`src/rtl/vrm_pkg.sv`:
```
// Package: shared constants for the vector rotate-and-mask unit.
// Assumes lanes are a power of two wide and fit the control field width.
package vrm_pkg;
    localparam int VEC_W    = 128;  // vector width
    localparam int FIELD_W  = 6;    // width of each control field
    localparam int ROT_LSB  = 0;    // rotate amount field position
    localparam int LAST_LSB = 8;    // last mask position field
    localparam int FRST_LSB = 16;   // first mask position field

    typedef enum logic {
        MERGE_CLEAR  = 1'b0,
        MERGE_INSERT = 1'b1
    } merge_e;
endpackage

```
`src/rtl/vrm_rotl.sv`:
```
// Module: vrm_rotl - rotates a W-bit value left by amt positions.
// Assumes W is a power of two and amt is log2(W) bits wide.
module vrm_rotl #(
    parameter int W  = 32,
    localparam int LW = $clog2(W)
) (
    input  logic [W-1:0]  din,
    input  logic [LW-1:0] amt,
    output logic [W-1:0]  dout
);
    logic [2*W-1:0] doubled;

    // Shift a doubled copy so wrapped bits come in from the low half.
    always_comb begin
        doubled = {din, din} << amt;
        dout    = doubled[2*W-1:W];
    end
endmodule

```
`src/rtl/vrm_mask.sv`:
```
// Module: vrm_mask - builds a contiguous or wrapping mask.
// Positions count from the MSB (position 0). If first <= last the
// range first..last is set; otherwise the set bits wrap around the lane.
module vrm_mask #(
    parameter int W  = 32,
    localparam int LW = $clog2(W)
) (
    input  logic [LW-1:0] first,
    input  logic [LW-1:0] last,
    output logic [W-1:0]  mask
);
    logic wraps;

    // Per-bit membership test against the two boundaries.
    always_comb begin
        wraps = (first > last);
        for (int j = 0; j < W; j++) begin
            logic [LW-1:0] pos;
            logic          ge_first;
            logic          le_last;
            pos      = LW'(W - 1 - j);
            ge_first = (pos >= first);
            le_last  = (pos <= last);
            mask[j]  = wraps ? (ge_first | le_last) : (ge_first & le_last);
        end
    end
endmodule

```
`src/rtl/vrm_lane.sv`:
```
// Module: vrm_lane - one lane: rotate, mask, then merge with the old value.
// Assumes the control fields are already cut down to log2(W) bits.
module vrm_lane #(
    parameter int W  = 32,
    localparam int LW = $clog2(W)
) (
    input  logic [W-1:0]  src,
    input  logic [W-1:0]  old,
    input  logic [LW-1:0] rot_amt,
    input  logic [LW-1:0] first,
    input  logic [LW-1:0] last,
    input  vrm_pkg::merge_e merge,
    output logic [W-1:0]  res
);
    logic [W-1:0] rotated;
    logic [W-1:0] mask;

    vrm_rotl #(.W(W)) rotl_i (.din(src), .amt(rot_amt), .dout(rotated));
    vrm_mask #(.W(W)) mask_i (.first(first), .last(last), .mask(mask));

    // Merge: bits outside the mask come from old value or are zero.
    always_comb begin
        if (merge == vrm_pkg::MERGE_INSERT)
            res = (rotated & mask) | (old & ~mask);
        else
            res = rotated & mask;
    end
endmodule

```
`src/rtl/vec_rotmask.sv`:
```
// Module: vec_rotmask - lane-parallel rotate-and-mask on a 128-bit vector.
// Both lane widths are computed in parallel and a select picks one; the
// result is registered and flagged one clock after in_valid.
module vec_rotmask #(
    parameter int NARROW_W = 32,
    parameter int WIDE_W   = 64
) (
    input  logic         clk,
    input  logic         rst_n,
    input  logic         in_valid,
    input  logic         lane64,
    input  logic         insert_mode,
    input  logic [127:0] src_a,
    input  logic [127:0] ctrl_b,
    input  logic [127:0] old_d,
    output logic         out_valid,
    output logic [127:0] result
);
    import vrm_pkg::*;

    localparam int N_NARROW = VEC_W / NARROW_W;
    localparam int N_WIDE   = VEC_W / WIDE_W;
    localparam int NLW      = $clog2(NARROW_W);
    localparam int WLW      = $clog2(WIDE_W);

    merge_e       merge;
    logic [127:0] narrow_res;
    logic [127:0] wide_res;
    logic [127:0] next_res;

    assign merge = insert_mode ? MERGE_INSERT : MERGE_CLEAR;

    genvar k;
    generate
        for (k = 0; k < N_NARROW; k++) begin : g_narrow
            logic [NARROW_W-1:0] ctl;
            assign ctl = ctrl_b[k*NARROW_W +: NARROW_W];
            vrm_lane #(.W(NARROW_W)) lane_i (
                .src     (src_a[k*NARROW_W +: NARROW_W]),
                .old     (old_d[k*NARROW_W +: NARROW_W]),
                .rot_amt (ctl[ROT_LSB  +: NLW]),
                .first   (ctl[FRST_LSB +: NLW]),
                .last    (ctl[LAST_LSB +: NLW]),
                .merge   (merge),
                .res     (narrow_res[k*NARROW_W +: NARROW_W])
            );
        end
        for (k = 0; k < N_WIDE; k++) begin : g_wide
            logic [WIDE_W-1:0] ctl;
            assign ctl = ctrl_b[k*WIDE_W +: WIDE_W];
            vrm_lane #(.W(WIDE_W)) lane_i (
                .src     (src_a[k*WIDE_W +: WIDE_W]),
                .old     (old_d[k*WIDE_W +: WIDE_W]),
                .rot_amt (ctl[ROT_LSB  +: WLW]),
                .first   (ctl[FRST_LSB +: WLW]),
                .last    (ctl[LAST_LSB +: WLW]),
                .merge   (merge),
                .res     (wide_res[k*WIDE_W +: WIDE_W])
            );
        end
    endgenerate

    // Pick the lane arrangement requested for this operation.
    assign next_res = lane64 ? wide_res : narrow_res;

    // Output register with one-cycle valid; result holds when idle.
    always_ff @(posedge clk) begin
        if (!rst_n) begin
            out_valid <= 1'b0;
            result    <= '0;
        end else begin
            out_valid <= in_valid;
            if (in_valid)
                result <= next_res;
        end
    end
endmodule

```
`config.mk`:
```
export PLATFORM = sky130hd
export DESIGN_NAME = vec_rotmask
export DESIGN_NICKNAME = d
export VERILOG_FILES = /design/src/rtl/vrm_pkg.sv /design/src/rtl/vrm_rotl.sv /design/src/rtl/vrm_mask.sv /design/src/rtl/vrm_lane.sv /design/src/rtl/vec_rotmask.sv
export SDC_FILE = /design/constraint.sdc
export NUM_CORES = 2
export LEC_CHECK = 0
export BUFFER_PORTS_ARGS = -buffer_cell sky130_fd_sc_hd__buf_2
export CAP_MARGIN = 25
export CORE_ASPECT_RATIO = 1.2
export CORE_MARGIN = 8
export CORE_UTILIZATION = 35
export DETAILED_ROUTE_END_ITERATION = 12
export HOLD_SLACK_MARGIN = 0.08
export PLACE_DENSITY = 0.62
export SYNTH_ARGS = -nofsm -noshare
export SYNTH_HDL_FRONTEND = slang
export SYNTH_SLANG_ARGS = --single-unit
```
`constraint.sdc`:
```
create_clock -name clk -period 4.05 [get_ports clk]
set_input_delay 0.405 -clock clk [delete_from_list [all_inputs] [get_ports clk]]
set_output_delay 0.405 -clock clk [all_outputs]
set_load 0.03 [all_outputs]
```
---- Word level (Yosys, flattened, before mapping) ----
Cells that the tools add are included.
W data, S select, Z words.
storage, ports and cells
  flip-flop bits (word level) ............. 129
  bits in latches ......................... 0
  bits in writable memories ............... 0
  ROM bits ................................ 0
  input port bits ......................... 389
  output and inout bits ................... 129
  word-level logic and storage cells ...... 1326
  memories kept ........................... 0
cells by class
  add/sub/neg operators ................... 0
  multipliers ............................. 0
  div/mod/pow operators ................... 0
  order comparisons ....................... 518
  equal/unequal tests ..................... 0
  shifts and indexed selects .............. 6
  multiplexer cells ....................... 264
  bitwise gates (word level) .............. 536
  reductions and logical operators ........ 0
operator list
  operator              number
  $ge A6 B6 Y1 const A  64
  $le A6 B6 Y1 const A  64
  $ge A5 B5 Y1 const A  64
  $le A5 B5 Y1 const A  64
  $mux W1               257
  $and A1 B1 Y1         256
  $and A32 B32 Y32      8
  $and A64 B64 Y64      4
  $or A1 B1 Y1          256
  $shl A128 B6 Y128     2
  $shl A64 B5 Y64       4
  $ge A5 B6 Y1 const A  32
  $le A5 B6 Y1 const A  32
  $ge A4 B5 Y1 const A  32
  $le A4 B5 Y1 const A  32
  $mux W128             1
  $mux W32              4
  $mux W64              2
  $not A32 Y32          4
  $not A64 Y64          2
  $or A32 B32 Y32       4
  $or A64 B64 Y64       2
  $ge A4 B6 Y1 const A  16
  $le A4 B6 Y1 const A  16
  14 further kinds      102

---- Longest topological paths before layout ----
  depth in word-level cells ............... 8
  mapped depth ............................ 13
  gate-level depth less buffers ........... 9

---- Modules after synthesis ----
A second synthesis with hierarchy kept.
second synthesis, totals
  cell total of the unflattened synthesis .. 3460
  area total of the unflattened synthesis .. 33981.3 um^2
by module, submodules not included
  module                                     times used  cells each  area an instance (um^2)
  vrm_rotl at g_wide[0].lane_i.rotl_i ...    2           234         4608.2
  vrm_rotl at g_narrow[0].lane_i.rotl_i ...  4           116         1949.4
  vec_rotmask                                1           570         5609.1
  vrm_mask at g_narrow[0].lane_i.mask_i ...  4           142         945.9
  vrm_mask at g_wide[0].lane_i.mask_i ...    2           298         1814.2
  vrm_lane at g_narrow[0].lane_i ...         4           99          546.8
  vrm_lane at g_wide[0].lane_i ...           2           199         879.6

---- Least setup slack after synthesis ----
No wires, ideal clock.
  path type ............................... input to register
  from .................................... input ctrl_b[77]
  to ...................................... register result[72]
  library setup time ...................... 91 ps
  arrival time ............................ 3289 ps
  slack ................................... 670 ps
  stages .................................. 13
  buffers on the path ..................... 4
  path through ............................ clkbuf_1 > clkinv_1 > clkbuf_1 > ha_1 > nand3_1 > or2_2 > clkbuf_1 > o21ai_0 > nor2_1 > buf_2 > o21ai_0 > a221o_1 > a311oi_1
on the way
  word-level cells in the longest chain between the ends .. 8
  elaborated cells on any way between the ends .. 11
  classes of those cells .................. 2 x order compare; 3 x mux; 6 x bitwise
ends and longest elaborated chain
  item                                           RTL line           source
  start, declared                                vec_rotmask.sv:14  input logic [127:0] ctrl_b,
  $le A6 B6 Y1                                   vrm_mask.sv:23     le_last = (pos <= last);
  $and A1 B1 Y1 or $or A1 B1 Y1 (tied branches)  vrm_mask.sv:24     mask[j] = wraps ? (ge_first | le_last) : (ge_first & le_last);
  $mux W1 (*)                                    vrm_mask.sv:24
  $not A64 Y64                                   vrm_lane.sv:24     res = (rotated & mask) | (old & ~mask);
  $and A64 B64 Y64                               vrm_lane.sv:24
  $or A64 B64 Y64                                vrm_lane.sv:24
  $mux W64 (*)                                   vrm_lane.sv:23     if (merge == vrm_pkg::MERGE_INSERT)
  $mux W128 (*)                                  vec_rotmask.sv:64  assign next_res = lane64 ? wide_res : narrow_res;
  end signal, assigned                           vec_rotmask.sv:74  result <= next_res;
  end, declared                                  vec_rotmask.sv:17  output logic [127:0] result
Mark *: on every way between the ends. The rest lies on a longest branch, timed or not.
A chain may end at the register's enable or synchronous reset.

---- Worst setup path after layout ----
  from .................................... input ctrl_b[43]
  to ...................................... register result[56]
on the way
  word-level cells in the longest chain between the ends .. 8
  elaborated cells on any way between the ends .. 11
  classes of those cells .................. 2 x order compare; 3 x mux; 6 x bitwise
ends and longest elaborated chain
  item                                           RTL line
  $le A3 B5 Y1                                   vrm_mask.sv:23
  $and A1 B1 Y1 or $or A1 B1 Y1 (tied branches)  vrm_mask.sv:24
  $mux W1 (*)                                    vrm_mask.sv:24
  $not A32 Y32                                   vrm_lane.sv:24
  $and A32 B32 Y32                               vrm_lane.sv:24
  $or A32 B32 Y32                                vrm_lane.sv:24
  $mux W32 (*)                                   vrm_lane.sv:23
  $mux W128 (*)                                  vec_rotmask.sv:64
Marks and branches as above.

==> flow_summary.json <==
{
  "report.power.total_mw": 10.12,
  "htree_levels": 4,
  "synth_top_area_share": 0.2373,
  "yosysTopAreaCell": "mux4_2",
  "antenna_found_initial": 18,
  "grt_max_degree": 72,
  "gr-total-overflow": 0,
  "port_buffers": 455,
  "synth-edff-count": 0,
  "multi_input_area_sq_um": 28400,
  "cts_tree": "built",
  "final_nets": 4537,
  "yosysWarningCount": 0,
  "synthSimpleGateAreaFrac": 0.1348,
  "final_area_sq_um": 37760,
  "maxCapViolations": 0,
  "max_freq_ghz": 0.3031,
  "clock-skew-final_ps": 0,
  "postRouteAntennaNets": 0,
  "grt_util_all_layers": 0.3709,
  "leakagePower_nw": 15.03,
  "clock_latency_ps": 480,
  "hold_violations": 0,
  "ir_drop_v": 0.0003348,
  "dp_worst_setup_slack_ps": 305.7,
  "powerDensity_nw_per_um2": 268.1,
  "holdBufCountCts": 0,
  "clk_path_buf_depth": 2,
  "start_util": 0.3525,
  "area.sequential_sq_um": 2582,
  "core_sq_um": 93720,
  "synth_compound_area_frac": 0.1959,
  "ys_async_sr_fraction": 0,
  "synth_top_family_by_area": "multiplexers",
  "postCtsSetupBuffers": 0,
  "dieHeight_microns": 352.5,
  "wirelength_microns": 203100,
  "max_slew.worst_pin.slew_ps": 1037,
  "period_needed_ps": 3299,
  "yosysSeqAreaShare": 0.07818,
  "status": "complete, no violations",
  "internal-power_mw": 4.940,
  "yosysMostFrequentCell": "nand2_1",
  "hold_path_class": "in -> reg",
  "muxShareOfSynthArea": 0.4742,
  "ios": 518,
  "ys_types": 87,
  "drive_gt1_frac": 0.3482,
  "synthFlopType": "dfxtp_1",
  "comb_power_share": 0.676,
  "syn_inst": 3832,
  "path_max_fanout": 15,
  "grt_pass1_wl_microns": 281200,
  "drc_errors": 0,
  "gp_routability_congestion": 1.058,
  "crit_type": "in -> reg",
  "critPathLaunchType": "primary input",
  "setup_violations": 0,
  "drv_slew": 0,
  "dieArea_sq_um": 104500,
  "p_seq_frac": 0.154,
  "synthTopCellsByCount": "nand2_1, mux2i_1, mux4_2",
  "finalSetupTns_ps": 0,
  "clk_pin_slew_ps": 70,
  "dp_hpwl_microns": 161600,
  "critPathCaptureType": "flop",
  "wl_per_cell_microns": 37.65,
  "rows": 123,
  "synthTopCellsByArea": "mux4_2, mux2i_1, mux2_2, dfxtp_1, nand2_1",
  "p_clk_frac": 0.170,
  "synth_fa_ha_area_frac": 0.05348,
  "syn-num-nets": 4243,
  "grt_setup_unrepaired": "no",
  "vias_per_cell": 6.939,
  "finalCritPeriodShare": 0.8145,
  "fillers": 9582,
  "p_sw_mw": 5.182,
  "critPathRequiredTime_ps": 4390,
  "cts_made_buffers": 17,
  "worstPathArrival_ps": 3640,
  "vias": 37430,
  "dpl-instance-area_sq_um": 37140,
  "ys_ff_latch": 129,
  "root_buffer": "clkbuf_16",
  "area_growth_pct": 14.30,
  "dr.pass1.iters": 7,
  "grt_pass1_vias": 36150,
  "post_cts_resized": 0,
  "power.share.switching": 0.5119,
  "die_w_microns": 296.5,
  "syn_area_sq_um": 33030,
  "cts_sinks": 129,
  "timing.slew.headroom": 0.3090,
  "holdWs_ps": 216.1,
  "drt_iter0_markers": 4514,
  "synthXorXnorAreaFrac": 0,
  "syn_avg_cell_area_sq_um": 8.621,
  "fin_ws_ps": 751.1
}
worst paths after layout:
path / start / depth (start not counted) / end / slack, ps
min reg2reg: result[7] / 2 / result[7] / 450
max: ctrl_b[43] / 11 / result[56] / 750
max reg2reg: result[28] / 3 / result[28] / 2730
min: old_d[7] / 3 / result[7] / 220
power by group through the flow:
| stage | logic (mW) | clock network [mW] | registers (mW) |
|---|---|---|---|
| global placement | 6.58 | 0 | 1.57 |
| CTS | 6.60 | 1.72 | 1.54 |
| detailed placement | 6.57 | 0 | 1.57 |
| floorplan | 3.72 | 0 | 1.72 |
| finish | 6.84 | 1.72 | 1.56 |
| global route | 7.03 | 1.75 | 1.56 |
layer usage:
layer,GRT usage,wire [microns],part of all wire,vias to the layer above
met1,0.4186,69580,0.34,18300
met4,0.2827,19460,0.096,14
li1,-,-,-,15550
met3,0.07754,20080,0.099,663
met2,0.6071,93860,0.46,2902
met5,0,96,0.00047,-
sequential cells by signal, indices dropped and copies added (netlist names):
name,cells
result,128
out_valid,1
logic make-up after synthesis:
group | count (synthesis)
flops | 129
compound gates | 969
buf+inv | 483
mux | 1068
simple gates | 1012
fa+ha+maj | 171
layout by cell type (no fill, tap or decap), types with 55 or more instances in the layout:
cell / count
buf_2: 447
nand2_1: 420
mux2i_1: 402
mux4_2: 348
mux2_2: 303
nor2_1: 291
o21ai_0: 228
buf_4: 227
a21oi_1: 200
maj3_1: 149
dfxtp_1: 129
nand3_1: 63
a31oi_1: 55
a22oi_1: 55
layout make-up:
| type | instances | share of cell area |
|---|---|---|
| clock inverters | 13 | 0.003976 |
| multi-input cells | 3220 | 0.7521 |
| repair buffers | 696 | 0.1156 |
| flip-flops and latches | 129 | 0.06839 |
| inverters | 62 | 0.006163 |
| clock buffers | 19 | 0.01200 |
| diodes | 5 | 0.0003314 |
| well taps | 1250 | 0.04142 |
critical path, stage by stage:
cell	delay (ps)
buf_2	220
inv_1	190
ha_1	340
nand3_1	110
o221a_2	310
or2_2	450
maj3_1	490
a2111oi_0	720
buf_4	240
a311o_1	110
a21oi_1	40
through the flow:
stage / utilization / instances
final: 0.4029 / 5394
after detailed placement: 0.3962 / 5356
after global routing: 0.4028 / 5390
after CTS: 0.4027 / 5388
after floorplan: - / 3832
after global placement: 0.3962 / 5355
Power figures use the tool's default switching activity.
